==> src/rtl/mhg_pkg.sv <==
package mhg_pkg;
  localparam int SEQ_W  = 32;
  localparam int IDX_W  = 8;
  localparam int QOS_W  = 3;
  localparam int GRP_W  = 4;
  localparam int ENT_W  = QOS_W + GRP_W;
  localparam int WORD_W = 64;

  typedef struct packed {
    logic [1:0]  prio;
    logic        tt;
    logic        dis;
    logic [3:0]  ssize;
    logic [15:0] sid;
    logic [3:0]  xmbox;
    logic [1:0]  mbox;
    logic [1:0]  letter;
  } seg_hdr_t;

  typedef struct packed {
    logic        r;
    logic [1:0]  pm;
    logic [6:0]  sl;
    logic [3:0]  novr;
    logic        rs;
    logic [1:0]  tt;
    logic [31:0] tag;
  } cfg_t;

  function automatic logic [IDX_W-1:0] tbl_index(seg_hdr_t h);
    return {h.prio, h.tt, h.dis, h.mbox, h.letter};
  endfunction

  function automatic logic [WORD_W-1:0] pack_w1(cfg_t c, logic [ENT_W-1:0] ent);
    return {c.r, 5'b0, c.pm, 1'b0, c.sl, 2'b0, c.novr, ent, c.rs, c.tt, c.tag};
  endfunction
endpackage

==> src/rtl/mhg_seq_ctr.sv <==
module mhg_seq_ctr #(
  parameter int W = 32
) (
  input  logic         clk_i,
  input  logic         rst_ni,
  input  logic         msg_take_i,
  input  logic         db_take_i,
  output logic [W-1:0] msg_seq_o,
  output logic [W-1:0] db_seq_o
);
  logic [W-1:0] cnt_q;

  assign msg_seq_o = cnt_q;
  assign db_seq_o  = cnt_q + {{(W-1){1'b0}}, msg_take_i};

  always_ff @(posedge clk_i or negedge rst_ni) begin
    if (!rst_ni) cnt_q <= '0;
    else         cnt_q <= cnt_q + {{(W-1){1'b0}}, msg_take_i} + {{(W-1){1'b0}}, db_take_i};
  end

  // doorbell ordered behind a message taken in the same cycle
  p_db_after_msg_r4: assert property (@(posedge clk_i) disable iff (!rst_ni)
    (msg_take_i && db_take_i) |-> (db_seq_o == msg_seq_o + 1'b1));

  // the counter never moves without a consumer
  p_idle_hold_r2: assert property (@(posedge clk_i) disable iff (!rst_ni)
    (!msg_take_i && !db_take_i) |=> $stable(msg_seq_o));
endmodule

==> src/rtl/mhg_sched_tbl.sv <==
module mhg_sched_tbl #(
  parameter int IDX_W = 8,
  parameter int ENT_W = 7
) (
  input  logic             clk_i,
  input  logic             we_i,
  input  logic [IDX_W-1:0] waddr_i,
  input  logic [ENT_W-1:0] wdata_i,
  input  logic [IDX_W-1:0] raddr_i,
  output logic [ENT_W-1:0] rdata_o
);
  localparam int DEPTH = 1 << IDX_W;

  logic [ENT_W-1:0] mem_q [DEPTH];

  always_ff @(posedge clk_i) begin
    if (we_i) mem_q[waddr_i] <= wdata_i;
  end

  // Read returns pre-write contents in a write cycle
  assign rdata_o = mem_q[raddr_i];
endmodule

==> src/rtl/mhg_msg_track.sv <==
module mhg_msg_track (
  input  logic clk_i,
  input  logic rst_ni,
  input  logic acc_i,
  input  logic first_i,
  input  logic last_i,
  output logic start_o,
  output logic end_o,
  output logic err_o
);
  logic open_q;

  assign start_o = acc_i & first_i & ~open_q;
  assign end_o   = acc_i & last_i & (first_i ? ~open_q : open_q);
  assign err_o   = acc_i & (first_i ? open_q : ~open_q);

  always_ff @(posedge clk_i or negedge rst_ni) begin
    if (!rst_ni)                 open_q <= 1'b0;
    else if (start_o && !last_i) open_q <= 1'b1;
    else if (end_o)              open_q <= 1'b0;
  end

  // a stray first beat neither closes nor restarts the open message
  p_err_keeps_open_r10: assert property (@(posedge clk_i) disable iff (!rst_ni)
    (acc_i && first_i && open_q) |=> open_q);

  p_start_end_excl_r10: assert property (@(posedge clk_i) disable iff (!rst_ni)
    err_o |-> (!start_o && !end_o));
endmodule

==> src/rtl/msg_hdr_gen.sv <==
module msg_hdr_gen
  import mhg_pkg::*;
(
  input  logic        clk_i,
  input  logic        rst_ni,
  input  logic        seg_valid_i,
  output logic        seg_ready_o,
  input  logic        seg_first_i,
  input  logic        seg_last_i,
  input  logic [1:0]  seg_prio_i,
  input  logic        seg_tt_i,
  input  logic        seg_dis_i,
  input  logic [3:0]  seg_ssize_i,
  input  logic [15:0] seg_sid_i,
  input  logic [3:0]  seg_xmbox_i,
  input  logic [1:0]  seg_mbox_i,
  input  logic [1:0]  seg_letter_i,
  input  logic        dbell_acc_i,
  output logic [31:0] dbell_seq_o,
  input  logic        tbl_we_i,
  input  logic [7:0]  tbl_addr_i,
  input  logic [2:0]  tbl_qos_i,
  input  logic [3:0]  tbl_grp_i,
  input  logic [31:0] cfg_tag_i,
  input  logic [1:0]  cfg_tt_i,
  input  logic [6:0]  cfg_sl_i,
  input  logic [1:0]  cfg_pm_i,
  input  logic        cfg_r_i,
  input  logic        cfg_rs_i,
  input  logic [3:0]  cfg_novr_i,
  output logic        desc_valid_o,
  input  logic        desc_ready_i,
  output logic [63:0] desc_w0_o,
  output logic [63:0] desc_w1_o,
  output logic        proto_err_o
);
  logic             acc, msg_start, msg_end;
  logic [SEQ_W-1:0] msg_seq;
  logic [ENT_W-1:0] tbl_rd;
  seg_hdr_t         hdr_in, hdr_q, hdr_cur;
  logic [SEQ_W-1:0] seq_q, seq_cur;
  logic [ENT_W-1:0] ent_q, ent_cur;
  cfg_t             cfg;
  logic             valid_q;
  logic [WORD_W-1:0] w0_q, w1_q;

  assign seg_ready_o = ~valid_q;
  assign acc         = seg_valid_i & seg_ready_o;

  // Fixups: narrow IDs clear sid upper byte; multi-beat clears xmbox
  always_comb begin
    hdr_in = '{prio: seg_prio_i, tt: seg_tt_i, dis: seg_dis_i, ssize: seg_ssize_i,
               sid: seg_sid_i, xmbox: seg_xmbox_i, mbox: seg_mbox_i, letter: seg_letter_i};
    if (!seg_tt_i)   hdr_in.sid[15:8] = 8'h00;
    if (!seg_last_i) hdr_in.xmbox     = 4'h0;
  end

  assign cfg = '{r: cfg_r_i, pm: cfg_pm_i, sl: cfg_sl_i, novr: cfg_novr_i,
                 rs: cfg_rs_i, tt: cfg_tt_i, tag: cfg_tag_i};

  mhg_msg_track u_track (
    .clk_i   (clk_i),
    .rst_ni  (rst_ni),
    .acc_i   (acc),
    .first_i (seg_first_i),
    .last_i  (seg_last_i),
    .start_o (msg_start),
    .end_o   (msg_end),
    .err_o   (proto_err_o)
  );

  mhg_seq_ctr #(.W(SEQ_W)) u_seq (
    .clk_i      (clk_i),
    .rst_ni     (rst_ni),
    .msg_take_i (msg_start),
    .db_take_i  (dbell_acc_i),
    .msg_seq_o  (msg_seq),
    .db_seq_o   (dbell_seq_o)
  );

  mhg_sched_tbl #(.IDX_W(IDX_W), .ENT_W(ENT_W)) u_tbl (
    .clk_i   (clk_i),
    .we_i    (tbl_we_i),
    .waddr_i (tbl_addr_i),
    .wdata_i ({tbl_qos_i, tbl_grp_i}),
    .raddr_i (tbl_index(hdr_in)),
    .rdata_o (tbl_rd)
  );

  always_ff @(posedge clk_i or negedge rst_ni) begin
    if (!rst_ni) begin
      hdr_q <= '0;
      seq_q <= '0;
      ent_q <= '0;
    end else if (msg_start) begin
      hdr_q <= hdr_in;
      seq_q <= msg_seq;
      ent_q <= tbl_rd;
    end
  end

  // Single-beat messages bypass the capture registers
  assign hdr_cur = msg_start ? hdr_in  : hdr_q;
  assign seq_cur = msg_start ? msg_seq : seq_q;
  assign ent_cur = msg_start ? tbl_rd  : ent_q;

  always_ff @(posedge clk_i or negedge rst_ni) begin
    if (!rst_ni) begin
      valid_q <= 1'b0;
      w0_q    <= '0;
      w1_q    <= '0;
    end else if (msg_end) begin
      valid_q <= 1'b1;
      w0_q    <= {hdr_cur, seq_cur};
      w1_q    <= pack_w1(cfg, ent_cur);
    end else if (valid_q && desc_ready_i) begin
      valid_q <= 1'b0;
    end
  end

  assign desc_valid_o = valid_q;
  assign desc_w0_o    = w0_q;
  assign desc_w1_o    = w1_q;

  p_hold_r11: assert property (@(posedge clk_i) disable iff (!rst_ni)
    (desc_valid_o && !desc_ready_i) |=> (desc_valid_o && $stable(desc_w0_o) && $stable(desc_w1_o)));

  p_valid_after_end_r5: assert property (@(posedge clk_i) disable iff (!rst_ni)
    msg_end |=> desc_valid_o);

  p_sid_narrow_r6: assert property (@(posedge clk_i) disable iff (!rst_ni)
    (desc_valid_o && !desc_w0_o[61]) |-> (desc_w0_o[55:48] == 8'h00));

  p_no_accept_held_r11: assert property (@(posedge clk_i) disable iff (!rst_ni)
    (desc_valid_o && seg_valid_i) |-> (!msg_start && !msg_end && !proto_err_o));
endmodule

==> config.mk <==
export PLATFORM = sky130hd
export DESIGN_NAME = msg_hdr_gen
export DESIGN_NICKNAME = d
export VERILOG_FILES = /design/src/rtl/mhg_pkg.sv /design/src/rtl/mhg_seq_ctr.sv /design/src/rtl/mhg_sched_tbl.sv /design/src/rtl/mhg_msg_track.sv /design/src/rtl/msg_hdr_gen.sv
export SDC_FILE = /design/constraint.sdc
export NUM_CORES = 2
export LEC_CHECK = 0
export BUFFER_PORTS_ARGS = -buffer_cell sky130_fd_sc_hd__buf_2
export CORE_MARGIN = 2
export CORE_UTILIZATION = 40
export DETAILED_ROUTE_END_ITERATION = 7
export GPL_TIMING_DRIVEN = 1
export PLACE_DENSITY = 0.55
export SYNTH_ARGS = -nofsm -noshare
export SYNTH_HDL_FRONTEND = slang
export SYNTH_SLANG_ARGS = --single-unit
==> constraint.sdc <==
create_clock -name clk_i -period 13.29 [get_ports clk_i]
set_input_delay 0 -clock clk_i [delete_from_list [all_inputs] [get_ports clk_i]]
set_output_delay 0 -clock clk_i [all_outputs]
set_load 0.05 [all_outputs]
==> metrics.md <==
| Metric | Value |
|---|---|
| Cell count after synthesis | 4494 |
| Starting density of the core | 40.3% |
| Max Cap Viol | 1 |
| Clk slew on worst S/H paths | 0.06 ns |
| Cell variety after synth | 79 |
| Commonest cells after routing, fill and taps aside | edfxtp_1 (1792), nand2_1 (608), mux4_2 (393) |
| Row count | 163 |
| Filler cells | 16700 |
| Pin slew with the least headroom to its limit | 1.49 ns |
| Pint | 0.0108 W |
| Ys flop type | edfxtp_1 |
| Vert. Die Dim | 449 um |
| # hold bufs at CTS | 239 |
| CTS tree | built |
| Reg2reg setup slack | 8.66 ns |
| Max stage delay on crit path | 0.89 ns |
| Reg2reg start | desc_valid_o$_DFFE_PN0P_ |
| Placed inst area | 83600 sq um |
| Area growth from synthesis to layout | 16.5% |
| Routed Antenna Nets | 0 |
| Failing checks | capacitance limit, slew limit |
| Post-cts sizing count | 0 |
| Commonest non-fill, non-tap cell in the layout | edfxtp_1 |
| Status | finished, violations left |
| Largest net degree at the start of global routing | 158 |
| CP Data Arrival Time | 5.56 ns |
| RR Endpoint | u_seq.msg_seq_o[28]$_DFF_PN0_ |
| Ys async rst share | 11.2% |
| Finish-stage setup viols | 0 |
| Critical path capture point type | flip-flop |
| DR pass1 iterations | 6 |
| Finished Core Util | 46.9% |
| CP cell instances | buf_8 > buf_4 > buf_4 > buf_4 > mux4_2 > o22ai_1 > nor4_1 > nor2_1 > a2111oi_0 > nand4_1 > a31oi_1 |
| Initial drt markers | 4738 |
| CTS Buffer Depth | 3 |
| Share of cells above drive strength 1 | 20.3% |
| Max-slew violation count | 1 |
| Yosys warns | 0 |
| RSZ-0062 raised after global routing | no |
| DRC viols | 0 |
| Seq pwr share | 49.6% |
| Mean Syn Cell Area | 17.7 sq um |
| Worst-Skew Late Latency | 0.86 ns |
| Final net count | 5118 |
| Mapped cell area | 79400 sq um |
| Hold path cells | 1 |
| Critical Path Fanout Max | 70 |
| Clk pwr share | 37.9% |
| HP Class | primary input to flip-flop |
| Crit start category | primary input |
| Pwr dens | 159 nW/um^2 |
| Post-synth EDFFs | 1792 |
| Overflow left after global routing | 0 |
| Initial antenna violation count | 15 |
| Post-DP HPWL | 140000 um |
| Post-CTS setup buffer count | 0 |
| H-Tree Level Count | 4 |
| Final worst path period need | 4.78 ns |
| Die width | 449 um |
| Core footprint | 197000 sq um |
| Top Ports | 267 |
| All-Layer GR Usage | 22.3% |
| Min-Delay Endpoint | u_tbl.mem_q[119][1]$_DFFE_PP_ |
| Leakage power | 31.2 nW |
| Final Cycle Share | 35.9% |
| Vias per cell | 5.64 |
| Sequential fraction of the synthesis area | 74.9% |
| Sum Neg Setup Slack | 0 ns |
| Die area | 202000 sq um |
| Global-route wire length before repair | 326000 um |
| CTS root buffer | clkbuf_16 |
| Worst hold margin | 0.0488 ns |
| Slowest CP cell | a2111oi_0 |
| CTS Buf Count | 205 |
| Reg2reg path depth | 11 |
| Final Skew | 0.0433 ns |
| Max IR drop VDD | 0.121 mV |
| NetSw | 0.00396 W |
| Fmax | 209 MHz |
| Max transition margin | -0.0984% |
| Setup Crit Path Kind | primary input to flip-flop |
| #FFs+latches synth | 2017 |
| Final hold vios | 0 |
| Gpl congestion | 0.876 |
| CTS sink count | 2017 |
| WL final | 228000 um |
| Gate power share | 12.6% |
| Cells after DPL | 7204 |
| Crit path top cell by count | buf_4 |
| Critical path required time | 14.07 ns |
| IO buf count | 258 |
| Post-route cell area | 92400 sq um |
| Drt wl/cell | 29.1 um |
| Vias in the first global route | 44300 |
| Via count | 44100 |
| Hold path startpoint | tbl_grp_i[1] |
| Non-Filler Instances | 7820 |
| Sw frac | 26.9% |
==> area by class of cell <==
cell class | count | area, sq um | share of cell area [%]
Antenna cell | 5 | 12.5 | 0.0135
Clock inverter | 97 | 912 | 0.987
Tap cell | 2640 | 3300 | 3.57
Clock buffer | 275 | 5500 | 5.95
Timing Repair Buffer | 582 | 4460 | 4.83
Inverter | 21 | 81.3 | 0.0880
Multi-Input combinational cell | 2183 | 18700 | 20.3
Sequential cell | 2017 | 59400 | 64.3
==> sequential cells by signal, summed over array words and instances (netlist names) <==
register	cells
ent_q	7
u_seq.msg_seq_o	32
u_track.open_q	1
desc_w0_o	64
u_tbl.mem_q	1792
desc_valid_o	1
seq_q	32
desc_w1_o	56
hdr_q	32
==> worst max-delay path by stage <==
stage	startpoint	end	slack [ns]	cells past startpoint
floorplan	desc_valid_o$_DFFE_PN0P_	u_seq.msg_seq_o[30]$_DFF_PN0_	8.25	17
global placement	seg_letter_i[1]	desc_w1_o[41]$_DFFE_PN0P_	7.73	11
detailed placement	seg_letter_i[1]	desc_w1_o[41]$_DFFE_PN0P_	7.76	11
CTS	desc_valid_o$_DFFE_PN0P_	dbell_seq_o[25]	8.61	9
global route	desc_valid_o$_DFFE_PN0P_	dbell_seq_o[31]	8.31	10
finish	seg_letter_i[1]	desc_w1_o[41]$_DFFE_PN0P_	8.51	11
==> cells by family after synthesis <==
group / synth area share [%]
flops: 74.9
xor+xnor: 0.649
buf+inv: 1.63
simple gates: 6.59
mux: 13.1
other cells: 0.00472
fa+ha+maj: 0.0631
compound gates: 3.07
==> Yosys cell counts (11+ instances only) <==
cell type | instances | area share [%]
nor4_1 | 19 | 0.15
mux4_2 | 393 | 11
o22ai_1 | 61 | 0.48
a22oi_1 | 60 | 0.57
xnor2_1 | 39 | 0.43
a31oi_1 | 27 | 0.21
nand2_1 | 609 | 2.9
o221ai_1 | 19 | 0.21
mux2i_1 | 151 | 1.9
a21oi_1 | 64 | 0.40
dfrtp_1 | 225 | 7.1
a211oi_1 | 15 | 0.14
o21ai_0 | 26 | 0.16
edfxtp_1 | 1792 | 68
buf_2 | 51 | 0.32
nor3_1 | 49 | 0.31
nand4_1 | 32 | 0.25
nand3_1 | 61 | 0.38
nor2_1 | 327 | 1.5
clkbuf_1 | 174 | 0.82
a221oi_1 | 19 | 0.21
inv_1 | 20 | 0.095
buf_1 | 30 | 0.14
nor2b_1 | 19 | 0.15
xor2_1 | 18 | 0.20
buf_4 | 24 | 0.23
or4_1 | 11 | 0.10
==> through the flow <==
stage	power, W	worst slack [ns]
after floorplan	0.00852	8.25
after global placement	0.00914	7.73
after detailed placement	0.00916	7.76
after CTS	0.0148	8.61
after global routing	0.0152	8.31
final	0.0147	8.51
==> power groups by stage <==
stage	registers (W)	logic, W	clock network (W)
4_1_cts	0.00728	0.00184	0.00567
5_1_grt	0.00731	0.00196	0.00591
2_1_floorplan	0.00785	0.000664	0
6_report	0.00729	0.00185	0.00557
3_3_place_gp	0.00740	0.00173	0
3_5_place_dp	0.00741	0.00174	0
==> critical path: cells and delay by family <==
family	cells	cell delay (ns)
and+or+nand+nor	3	1.19
muxes	1	0.35
buffers and inverters	4	2.64
AOI/OAI and AO/OA	3	1.17
==> routing by layer <==
metal | share of wire (%) | GRT usage [%]
met1 | 43 | 31.4
met2 | 47 | 35.2
met3 | 7.1 | 4.26
met4 | 3.1 | 7.07
met5 | 0.041 | 0
(Power assumes the default switching activity.)
